<file path="src/rtl/ret_unwind_pkg.sv">
package ret_unwind_pkg;

  // single-register mask bits visited before the group bit
  localparam int N_SINGLE = 4;
  // registers restored by the group bit
  localparam int GROUP_N  = 7;
  localparam int NSLOT    = N_SINGLE + GROUP_N;
  localparam int SLOT_W   = $clog2(NSLOT + 1);
  localparam int SEL_W    = N_SINGLE + 1;
  localparam int RF_AW    = 4;

  // register-file indices
  localparam logic [RF_AW-1:0] RID_D0  = 4'd0;
  localparam logic [RF_AW-1:0] RID_D1  = 4'd1;
  localparam logic [RF_AW-1:0] RID_D2  = 4'd2;
  localparam logic [RF_AW-1:0] RID_D3  = 4'd3;
  localparam logic [RF_AW-1:0] RID_A0  = 4'd4;
  localparam logic [RF_AW-1:0] RID_A1  = 4'd5;
  localparam logic [RF_AW-1:0] RID_A2  = 4'd6;
  localparam logic [RF_AW-1:0] RID_A3  = 4'd7;
  localparam logic [RF_AW-1:0] RID_MDR = 4'd8;
  localparam logic [RF_AW-1:0] RID_LIR = 4'd9;
  localparam logic [RF_AW-1:0] RID_LAR = 4'd10;

  typedef enum logic [2:0] {
    ST_IDLE,
    ST_REQ,
    ST_RSP,
    ST_PC_REQ,
    ST_PC_RSP,
    ST_PC_FAST,
    ST_DONE
  } seq_state_e;

endpackage

</file>
<file path="src/rtl/ret_unwind_slot_pick.sv">
module ret_unwind_slot_pick
  import ret_unwind_pkg::*;
(
  input  logic [SEL_W-1:0]  sel_i,   // [SEL_W-1] visited first, [0] is the group bit
  input  logic [SLOT_W-1:0] from_i,  // first slot eligible
  output logic              found_o,
  output logic [SLOT_W-1:0] slot_o
);

  logic [NSLOT-1:0] slot_en;

  for (genvar g = 0; g < NSLOT; g++) begin : g_en
    if (g < N_SINGLE) begin : g_single
      assign slot_en[g] = sel_i[SEL_W-1-g];
    end else begin : g_group
      assign slot_en[g] = sel_i[0];
    end
  end

  // lowest enabled slot at or after from_i
  always_comb begin
    found_o = 1'b0;
    slot_o  = '0;
    for (int i = NSLOT - 1; i >= 0; i--) begin
      if (slot_en[i] && (SLOT_W'(i) >= from_i)) begin
        found_o = 1'b1;
        slot_o  = SLOT_W'(i);
      end
    end
  end

endmodule

</file>
<file path="src/rtl/ret_unwind_reg_map.sv">
module ret_unwind_reg_map
  import ret_unwind_pkg::*;
(
  input  logic [SLOT_W-1:0] slot_i,
  output logic [RF_AW-1:0]  rid_o
);

  always_comb begin
    unique case (slot_i)
      SLOT_W'(0):  rid_o = RID_D2;
      SLOT_W'(1):  rid_o = RID_D3;
      SLOT_W'(2):  rid_o = RID_A2;
      SLOT_W'(3):  rid_o = RID_A3;
      SLOT_W'(4):  rid_o = RID_D0;
      SLOT_W'(5):  rid_o = RID_D1;
      SLOT_W'(6):  rid_o = RID_A0;
      SLOT_W'(7):  rid_o = RID_A1;
      SLOT_W'(8):  rid_o = RID_MDR;
      SLOT_W'(9):  rid_o = RID_LIR;
      SLOT_W'(10): rid_o = RID_LAR;
      default:     rid_o = RID_D0;
    endcase
  end

endmodule

</file>
<file path="src/rtl/ret_unwind_seq.sv">
module ret_unwind_seq
  import ret_unwind_pkg::*;
#(
  parameter int DW     = 32,
  parameter int ADJ_W  = 8,
  parameter int MASK_W = 8,
  parameter int FAST_SUB = 3,
  localparam int IW    = ADJ_W + MASK_W,
  localparam int WORD_BYTES = DW / 8
) (
  input  logic              clk,
  input  logic              rst_n,
  input  logic              start_i,
  input  logic              fast_i,
  input  logic [IW-1:0]     instr_i,
  input  logic [DW-1:0]     sp_i,
  input  logic [DW-1:0]     mdr_i,
  output logic              mem_rd_valid_o,
  input  logic              mem_rd_ready_i,
  output logic [DW-1:0]     mem_rd_addr_o,
  input  logic              mem_rsp_valid_i,
  output logic              mem_rsp_ready_o,
  input  logic [DW-1:0]     mem_rsp_data_i,
  output logic              rf_we_o,
  output logic [RF_AW-1:0]  rf_waddr_o,
  output logic [DW-1:0]     rf_wdata_o,
  output logic [DW-1:0]     sp_o,
  output logic [DW-1:0]     pc_o,
  output logic              done_o
);

  seq_state_e        state_q, state_d;
  logic [DW-1:0]     sp_q, sp_d;
  logic [DW-1:0]     addr_q, addr_d;
  logic [DW-1:0]     pc_q, pc_d;
  logic [DW-1:0]     mdr_q;
  logic [SEL_W-1:0]  sel_q;
  logic              fast_q;
  logic [SLOT_W-1:0] slot_q, slot_d;
  logic              cap_en, addr_en, slot_en, pc_en;

  logic [SEL_W-1:0]  pick_sel;
  logic [SLOT_W-1:0] pick_from;
  logic              pick_found;
  logic [SLOT_W-1:0] pick_slot;
  logic [RF_AW-1:0]  cur_rid;

  logic              unused_mask_bits;
  assign unused_mask_bits = ^instr_i[IW-SEL_W-1:ADJ_W];

  // picker sees the live mask at start, the captured one afterwards
  assign pick_sel  = (state_q == ST_IDLE) ? instr_i[IW-1 -: SEL_W] : sel_q;
  assign pick_from = (state_q == ST_IDLE) ? '0 : slot_q + SLOT_W'(1);

  ret_unwind_slot_pick u_pick (
    .sel_i   (pick_sel),
    .from_i  (pick_from),
    .found_o (pick_found),
    .slot_o  (pick_slot)
  );

  ret_unwind_reg_map u_map (
    .slot_i (slot_q),
    .rid_o  (cur_rid)
  );

  // next-state logic
  always_comb begin
    state_d = state_q;
    sp_d    = sp_q;
    addr_d  = addr_q;
    pc_d    = pc_q;
    slot_d  = slot_q;
    cap_en  = 1'b0;
    addr_en = 1'b0;
    slot_en = 1'b0;
    pc_en   = 1'b0;
    unique case (state_q)
      ST_IDLE: begin
        if (start_i) begin
          cap_en  = 1'b1;
          addr_en = 1'b1;
          sp_d    = sp_i + DW'(instr_i[ADJ_W-1:0]);
          addr_d  = sp_d - DW'(WORD_BYTES);
          if (pick_found) begin
            slot_en = 1'b1;
            slot_d  = pick_slot;
            state_d = ST_REQ;
          end else begin
            state_d = fast_i ? ST_PC_FAST : ST_PC_REQ;
          end
        end
      end
      ST_REQ: begin
        if (mem_rd_ready_i) state_d = ST_RSP;
      end
      ST_RSP: begin
        if (mem_rsp_valid_i) begin
          addr_en = 1'b1;
          addr_d  = addr_q - DW'(WORD_BYTES);
          if (pick_found) begin
            slot_en = 1'b1;
            slot_d  = pick_slot;
            state_d = ST_REQ;
          end else begin
            state_d = fast_q ? ST_PC_FAST : ST_PC_REQ;
          end
        end
      end
      ST_PC_REQ: begin
        if (mem_rd_ready_i) state_d = ST_PC_RSP;
      end
      ST_PC_RSP: begin
        if (mem_rsp_valid_i) begin
          pc_en   = 1'b1;
          pc_d    = mem_rsp_data_i;
          state_d = ST_DONE;
        end
      end
      ST_PC_FAST: begin
        pc_en   = 1'b1;
        pc_d    = mdr_q - DW'(FAST_SUB);
        state_d = ST_DONE;
      end
      ST_DONE: state_d = ST_IDLE;
      default: state_d = ST_IDLE;
    endcase
  end

  // registers
  always_ff @(posedge clk or negedge rst_n) begin
    if (!rst_n) begin
      state_q <= ST_IDLE;
      sp_q    <= '0;
      addr_q  <= '0;
      pc_q    <= '0;
      mdr_q   <= '0;
      sel_q   <= '0;
      fast_q  <= 1'b0;
      slot_q  <= '0;
    end else begin
      state_q <= state_d;
      if (cap_en) begin
        sp_q   <= sp_d;
        mdr_q  <= mdr_i;
        sel_q  <= instr_i[IW-1 -: SEL_W];
        fast_q <= fast_i;
      end
      if (addr_en) addr_q <= addr_d;
      if (slot_en) slot_q <= slot_d;
      if (pc_en)   pc_q   <= pc_d;
    end
  end

  // outputs
  assign mem_rd_valid_o  = (state_q == ST_REQ) || (state_q == ST_PC_REQ);
  assign mem_rd_addr_o   = (state_q == ST_PC_REQ) ? sp_q : addr_q;
  assign mem_rsp_ready_o = (state_q == ST_RSP) || (state_q == ST_PC_RSP);
  assign rf_we_o         = (state_q == ST_RSP) && mem_rsp_valid_i;
  assign rf_waddr_o      = cur_rid;
  assign rf_wdata_o      = mem_rsp_data_i;
  assign sp_o            = sp_q;
  assign pc_o            = pc_q;
  assign done_o          = (state_q == ST_DONE);

endmodule

</file>
<file path="config.mk">
export PLATFORM = sky130hd
export DESIGN_NAME = ret_unwind_seq
export DESIGN_NICKNAME = d
export VERILOG_FILES = /design/src/rtl/ret_unwind_pkg.sv /design/src/rtl/ret_unwind_slot_pick.sv /design/src/rtl/ret_unwind_reg_map.sv /design/src/rtl/ret_unwind_seq.sv
export SDC_FILE = /design/constraint.sdc
export NUM_CORES = 1
export LEC_CHECK = 0
export CORE_ASPECT_RATIO = 1.4
export CORE_MARGIN = 8
export CORE_UTILIZATION = 45
export CTS_CLUSTER_DIAMETER = 60
export DETAILED_ROUTE_END_ITERATION = 6
export PLACE_DENSITY_LB_ADDON = 0.05
export SETUP_SLACK_MARGIN = 0.3
export SYNTH_ARGS = -nofsm -noshare
export SYNTH_HDL_FRONTEND = slang
export SYNTH_SLANG_ARGS = --single-unit
</file>
<file path="constraint.sdc">
create_clock -name clk -period 3.8 [get_ports clk]
set_clock_uncertainty 0.15 [all_clocks]
set_input_delay 0.76 -clock clk [delete_from_list [all_inputs] [get_ports clk]]
set_output_delay 0.76 -clock clk [all_outputs]
set_load 0.02 [all_outputs]
</file>
### Word-level counts from Yosys, hierarchy flattened

Memory sizes are Yosys's and may differ from the RTL's.
Cells that the tools add are included.

* output and inout bits: 136
* memory bits (read-only): 64
* memories kept: 1
* flip-flop bits (word level): 141
* input bits: 118

Memory list
* (no name shown): words 16, width 4, rd ports 1, clocked after Yosys merged registers in 0, wr ports 0, RTL line ret_unwind_reg_map.sv:9 `unique case (slot_i)`

* add/sub/neg operators: 5
* order comparisons: 11
* reductions and logical operators: 22
* mux-type cells: 53
* eq/ne operators: 11

Operators by type and width (number)
* $mux 32: 4
* $pmux 32 s2: 2
* $sub 32x3->32 const B: 2
* $mux 4: 15
* $add 32x8->32: 1
* $sub 32x2->32 const B: 1
* $mux 3: 9
* $pmux 3 s6: 1
* $mux 1: 17
* $ge 3x4->1 const A: 4
* $ge 4x4->1 const A: 3
* $logic_and 1x1->1: 12
* $ne 2x2->1 const B: 5
* $eq 3x3->1 const B: 3
* $ge 1x4->1 const A: 2
* $ge 2x4->1 const A: 2
* $pmux 4 s2: 1
* $reduce_and 4->1: 2
* $eq 3x2->1 const B: 2
* $pmux 1 s2: 3
* $reduce_and 3->1: 2
* $mux 5: 1
* $reduce_and 5->1: 1
* $add 4x1->4 const B: 1
* 4 further kinds: 6

### Longest topological paths before layout

Gate-level depths: netlist of run 1.

* depth after elaboration: 19
* depth in mapped cells: 15
* mapped depth without buffers: 13

### Hierarchy

A second synthesis of run 1 with hierarchy kept.

* cells, all modules: 1102
* area total of the unflattened synthesis: 9501.6 sq um

Modules (own cells, without submodules)
* ret_unwind_seq: instances 1, area an instance 9261.4 sq um, cells each 1062
* ret_unwind_slot_pick: instances 1, area an instance 191.4 sq um, cells each 33
* ret_unwind_reg_map: instances 1, area an instance 48.8 sq um, cells each 7

### Least setup slack after synthesis of run 1

Ideal clock, no wire load.

* path kind: input-to-reg
* start: in instr_i[0]
* end: reg addr_q[25]
* stages: 13
* arrival time: 3.910 ns
* setup slack: -0.400 ns
* buffers on the path: 0
* cell sequence: ha_1 inv_1 fa_1 nand2b_1 a211oi_4 o21ai_2 o21ai_1 a31oi_1 or4_4 or4_4 nor2_4 mux2i_1 a211oi_2

* cells in the longest elaborated chain, start to end: 4

RTL lines
* start, declared: RTL line ret_unwind_seq.sv:15 `input logic [IW-1:0] instr_i,`
* $add 32x8->32: RTL line ret_unwind_seq.sv:83 `sp_d = sp_i + DW'(instr_i[ADJ_W-1:0]);`
* $sub 32x3->32: RTL line ret_unwind_seq.sv:84 `addr_d = sp_d - DW'(WORD_BYTES);`
* $mux 32: RTL line ret_unwind_seq.sv:80 `if (start_i) begin`
* $pmux 32 s2: RTL line ret_unwind_seq.sv:78 `unique case (state_q)`
* end signal, assigned: RTL line ret_unwind_seq.sv:149 `if (addr_en) addr_q <= addr_d;`
* end, declared: RTL line ret_unwind_seq.sv:34 `logic [DW-1:0] addr_q, addr_d;`

No other way between the ends. The select of a mux whose other input is x is not followed.
A chain may end at the register's enable or synchronous reset.

### Worst setup path in the final report of run 1

* start: in sp_i[0]
* end: reg addr_q[20]

* cells in the longest elaborated chain, start to end: 4

RTL lines
* start, declared: RTL line ret_unwind_seq.sv:16 `input logic [DW-1:0] sp_i,`
* $add 32x8->32: RTL line ret_unwind_seq.sv:83
* $sub 32x3->32: RTL line ret_unwind_seq.sv:84
* $mux 32: RTL line ret_unwind_seq.sv:80
* $pmux 32 s2: RTL line ret_unwind_seq.sv:78

No other way between the ends. The select of a mux whose other input is x is not followed.

==> run_results.csv, run 1 <==
group,metric,value,unit
outcome,status,"complete, but fails checks",
outcome,violations,"setup timing",
worst_setup_path,critPathSlowestCell,"or4_4",
timing,slew_headroom,36.5,%
floorplan,dieArea,25400,um2
worst_setup_path,max_stage_delay,0.59,ns
grt,grt_pass1_vias,9415,
worst_setup_path,path_max_fanout,8,
grt,antenna_found_initial,1,
synth,ys_types,69,
finish,multi_input_area,5720,um2
finish,final_core_util,69.0,%
grt,use_met2,41.8,%
synth,mappedNetlistArea,9210,um2
synth,synth_common_cells,"nand2_1 (229), dfrtp_1 (141), nor2_1 (111)",
synth,synth_async_sr_flop_share,100,%
route,drtIter0Drc,453,
clock_tree,clock-sinks,141,
place,port_buffers,250,
run,drv_cap,0,
worst_setup_path,required,3.97,ns
synth,synth-edff-count,0,
route,drtPass1Iterations,5,
synth,synth_area_leaders,"dfrtp_1 (38%), nand2_1 (9.3%), mux2i_1 (4.8%)",
grt,grt_busiest_layer,"met2",
finish,area_growth,52.4,%
grt,grt_pass1_wl,47.6,mm
place,dpl.cell_count,1649,
finish,stdcell_count,1718,
clock_tree,numCtsBuffers,17,
grt,grt_max_degree,94,
timing,setup_slack,-0.00404,ns
floorplan,ios,254,
floorplan,fp.dieH,185,um
synth,syn_area_per_cell,8.36,um2
place,dp_hpwl,22.4,mm
route,final_antenna_net_count,0,
grt,use_met3,4.48,%
timing,hold_violations,0,
place,gp_congestion,0.926,
floorplan,rows,62,
timing,period_share,100,%
grt,grt.met1_usage,27.2,%
worst_setup_path,start_kind,"input pin",
worst_setup_path,cp.arrival,3.97,ns
timing,fmax,263,MHz
timing,fin_crit,3.80,ns
worst_setup_path,crit_top_cell,"buf_6",
timing,rsz0062_at_grt,"true",
synth,synth_top_area_cell,"dfrtp_1",
clock_tree,cts_root_buf,"clkbuf_16",
route,drcViolationCount,0,
synth,syn_nets,1234,
floorplan,start_util,45.3,%
synth,synth-seq-cells,141,
pwr,finalPower,10.2,mW
clock_tree,htreeDepth,4,
worst_hold_path,hold_class,"input pin to async pin",
clock_tree,clockBufferDepth,2,
timing,slew_violations,0,
synth,synth_ff_type,"dfrtp_1",
grt,gr-total-overflow,0,
finish,seqCellArea,3530,um2
finish,fillCellCount,1699,
worst_setup_path,end_kind,"flop",
clock_tree,clk_latency,0.43,ns
finish,nets,1581,
clock_tree,clkTransAtPathRegs,0.07,ns
floorplan,fp.dieW,137,um
route,wl_per_cell,17.6,um
pwr,power.density,724,nW/um2
route,via_per_inst,5.36,
route,vias,9209,
pwr,ir_worst_vdd,446,uV
grt,grt_usage,23.6,%
pwr,leakagePower,6.32,nW
timing,tightest_slew,0.953,ns
timing,setup_tns,-0.00404,ns
clock_tree,cts_tree,"built",
route,wl,30.3,mm
synth,ys_seq_area_share,38.3,%
worst_setup_path,crit_type,"input pin to flop",
synth,syn_inst,1101,
synth,ys_warn_count,0,
finish,post_route_cells_drive_above_1_share,24.0,%
synth,yosysTopAreaCellShare,38.3,%
synth,synthMostInstantiatedCell,"nand2_1",
worst_setup_path,crit_chain,"buf_6 -> ha_4 -> inv_2 -> fa_2 -> nand2b_4 -> a211oi_4 -> buf_4 -> buf_6 -> o21ai_4 -> xnor2_2 -> o31ai_4 -> nand4_1 -> or4_4 -> buf_12 -> nor3_4 -> mux2i_1 -> nor2_1",
timing,setup_viol,1,
floorplan,core_area,20300,um2
## repair_timing
action / 4_1_cts / 5_1_grt
setup buffers: 21 / 15
endpoints found under the hold margin: 0 / 0
hold buffers: 0 / 0
endpoints found under the setup margin: 22 / 53
pin swaps: 40 / 38
gates resized for setup: 107 / 77
## area by class of cell
class,count,share of cell area [%]
repair buffers,415,27.1
well taps,256,2.28
multi-input cells,854,40.8
inverters,19,0.508
diodes,1,0.0178
clock buffers,18,3.06
flip-flops and latches,141,25.2
clock inverters,14,1.07
## cell usage in the layout, fill, tap and decap left out, types with 7 or more instances in the layout
master / Yosys / routed
buf_6: 1 / 19
or3_1: 11 / 10
nand4_1: 9 / 9
ha_4: 0 / 8
o21ai_0: 46 / 41
a31oi_1: 17 / 14
inv_1: 19 / 16
nand2_2: 0 / 7
mux2_2: 35 / 35
and3_1: 8 / 7
xor2_1: 37 / 33
clkdlybuf4s50_1: 0 / 220
nor3_1: 41 / 32
nor2_1: 111 / 104
nor4_1: 11 / 9
a21oi_1: 72 / 65
nand3_1: 15 / 14
xnor2_1: 30 / 28
clkbuf_16: 0 / 17
buf_4: 33 / 147
mux2i_1: 44 / 44
dfrtp_1: 141 / 140
nand2_1: 229 / 221
dlymetal6s2s_1: 0 / 8
o21a_1: 9 / 9
## flip-flops by register name, indices dropped and copies added (netlist names)
name	flops
addr_q	32
fast_q	1
mdr_q	32
pc_o	32
sel_q	5
slot_q	4
sp_o	32
state_q	3
## report_power, final
group	internal (mW)	leakage, nW	switching [mW]	total, mW
registers	2.23	1.67	0.687	2.92
logic	2.62	4.37	2.95	5.56
clock network	0.928	0.276	0.747	1.68
total	5.77	6.32	4.38	10.2
## worst max-delay path: cells and delay by family
family	cells	cell delay, ns
xor gates and xnor gates	1	0.15
adders and majority gates	2	0.46
and+or+nand+nor	5	1.21
buffers and inverters	5	0.53
muxes	1	0.20
AOI/OAI and AO/OA	3	0.65
## worst paths after layout
path / start / slack [ns] / to / cells after the start
worst max-delay path: sp_i[0] / -0.004 / addr_q[20]$_DFFE_PN0P_ / 17
worst min-delay path: rst_n / 0.23 / sp_o[1]$_DFFE_PN0P_ / 1
worst max register to register: state_q[2]$_DFFE_PN0P_ / 0.24 / addr_q[27]$_DFFE_PN0P_ / 12
worst min register to register: addr_q[0]$_DFFE_PN0P_ / 0.33 / addr_q[0]$_DFFE_PN0P_ / 2
max in group asynchronous: rst_n / 2.43 / pc_o[20]$_DFFE_PN0P_ / 2
min in group clk: addr_q[0]$_DFFE_PN0P_ / 0.33 / addr_q[0]$_DFFE_PN0P_ / 2
## logic make-up after synthesis
group / Yosys count / synth area share [%]
flops: 141 / 38.3
compound gates: 202 / 13.7
fa+ha+maj: 16 / 2.23
simple gates: 490 / 24.5
mux: 79 / 9.07
buf+inv: 106 / 5.80
xor+xnor: 67 / 6.37
## metrics by stage
stage | area, um2 | setup slack [ns] | hold WS (ns)
global placement | 12700 | -0.747 | 0.304
CTS | 13600 | -0.0720 | 0.314
global route | 14000 | -0.107 | 0.288
detailed placement | 12700 | -0.834 | 0.313
floorplan | 9300 | -0.169 | 0.288
finish | 14000 | -0.00404 | 0.234
## layer usage
metal | vias up | wire [um]
met4 | 0 | 998
li1 | 4489 | -
met3 | 60 | 1990
met2 | 306 | 15400
met1 | 4354 | 11900
met5 | - | 0
(Power assumes the default switching activity.)
==> run 2, diff against run 1 <==
Settings changed: CTS_CLUSTER_DIAMETER 60 to default.
==> results of run 2 <==
No change in the layout: final DEF, timing and power equal those of run 1.
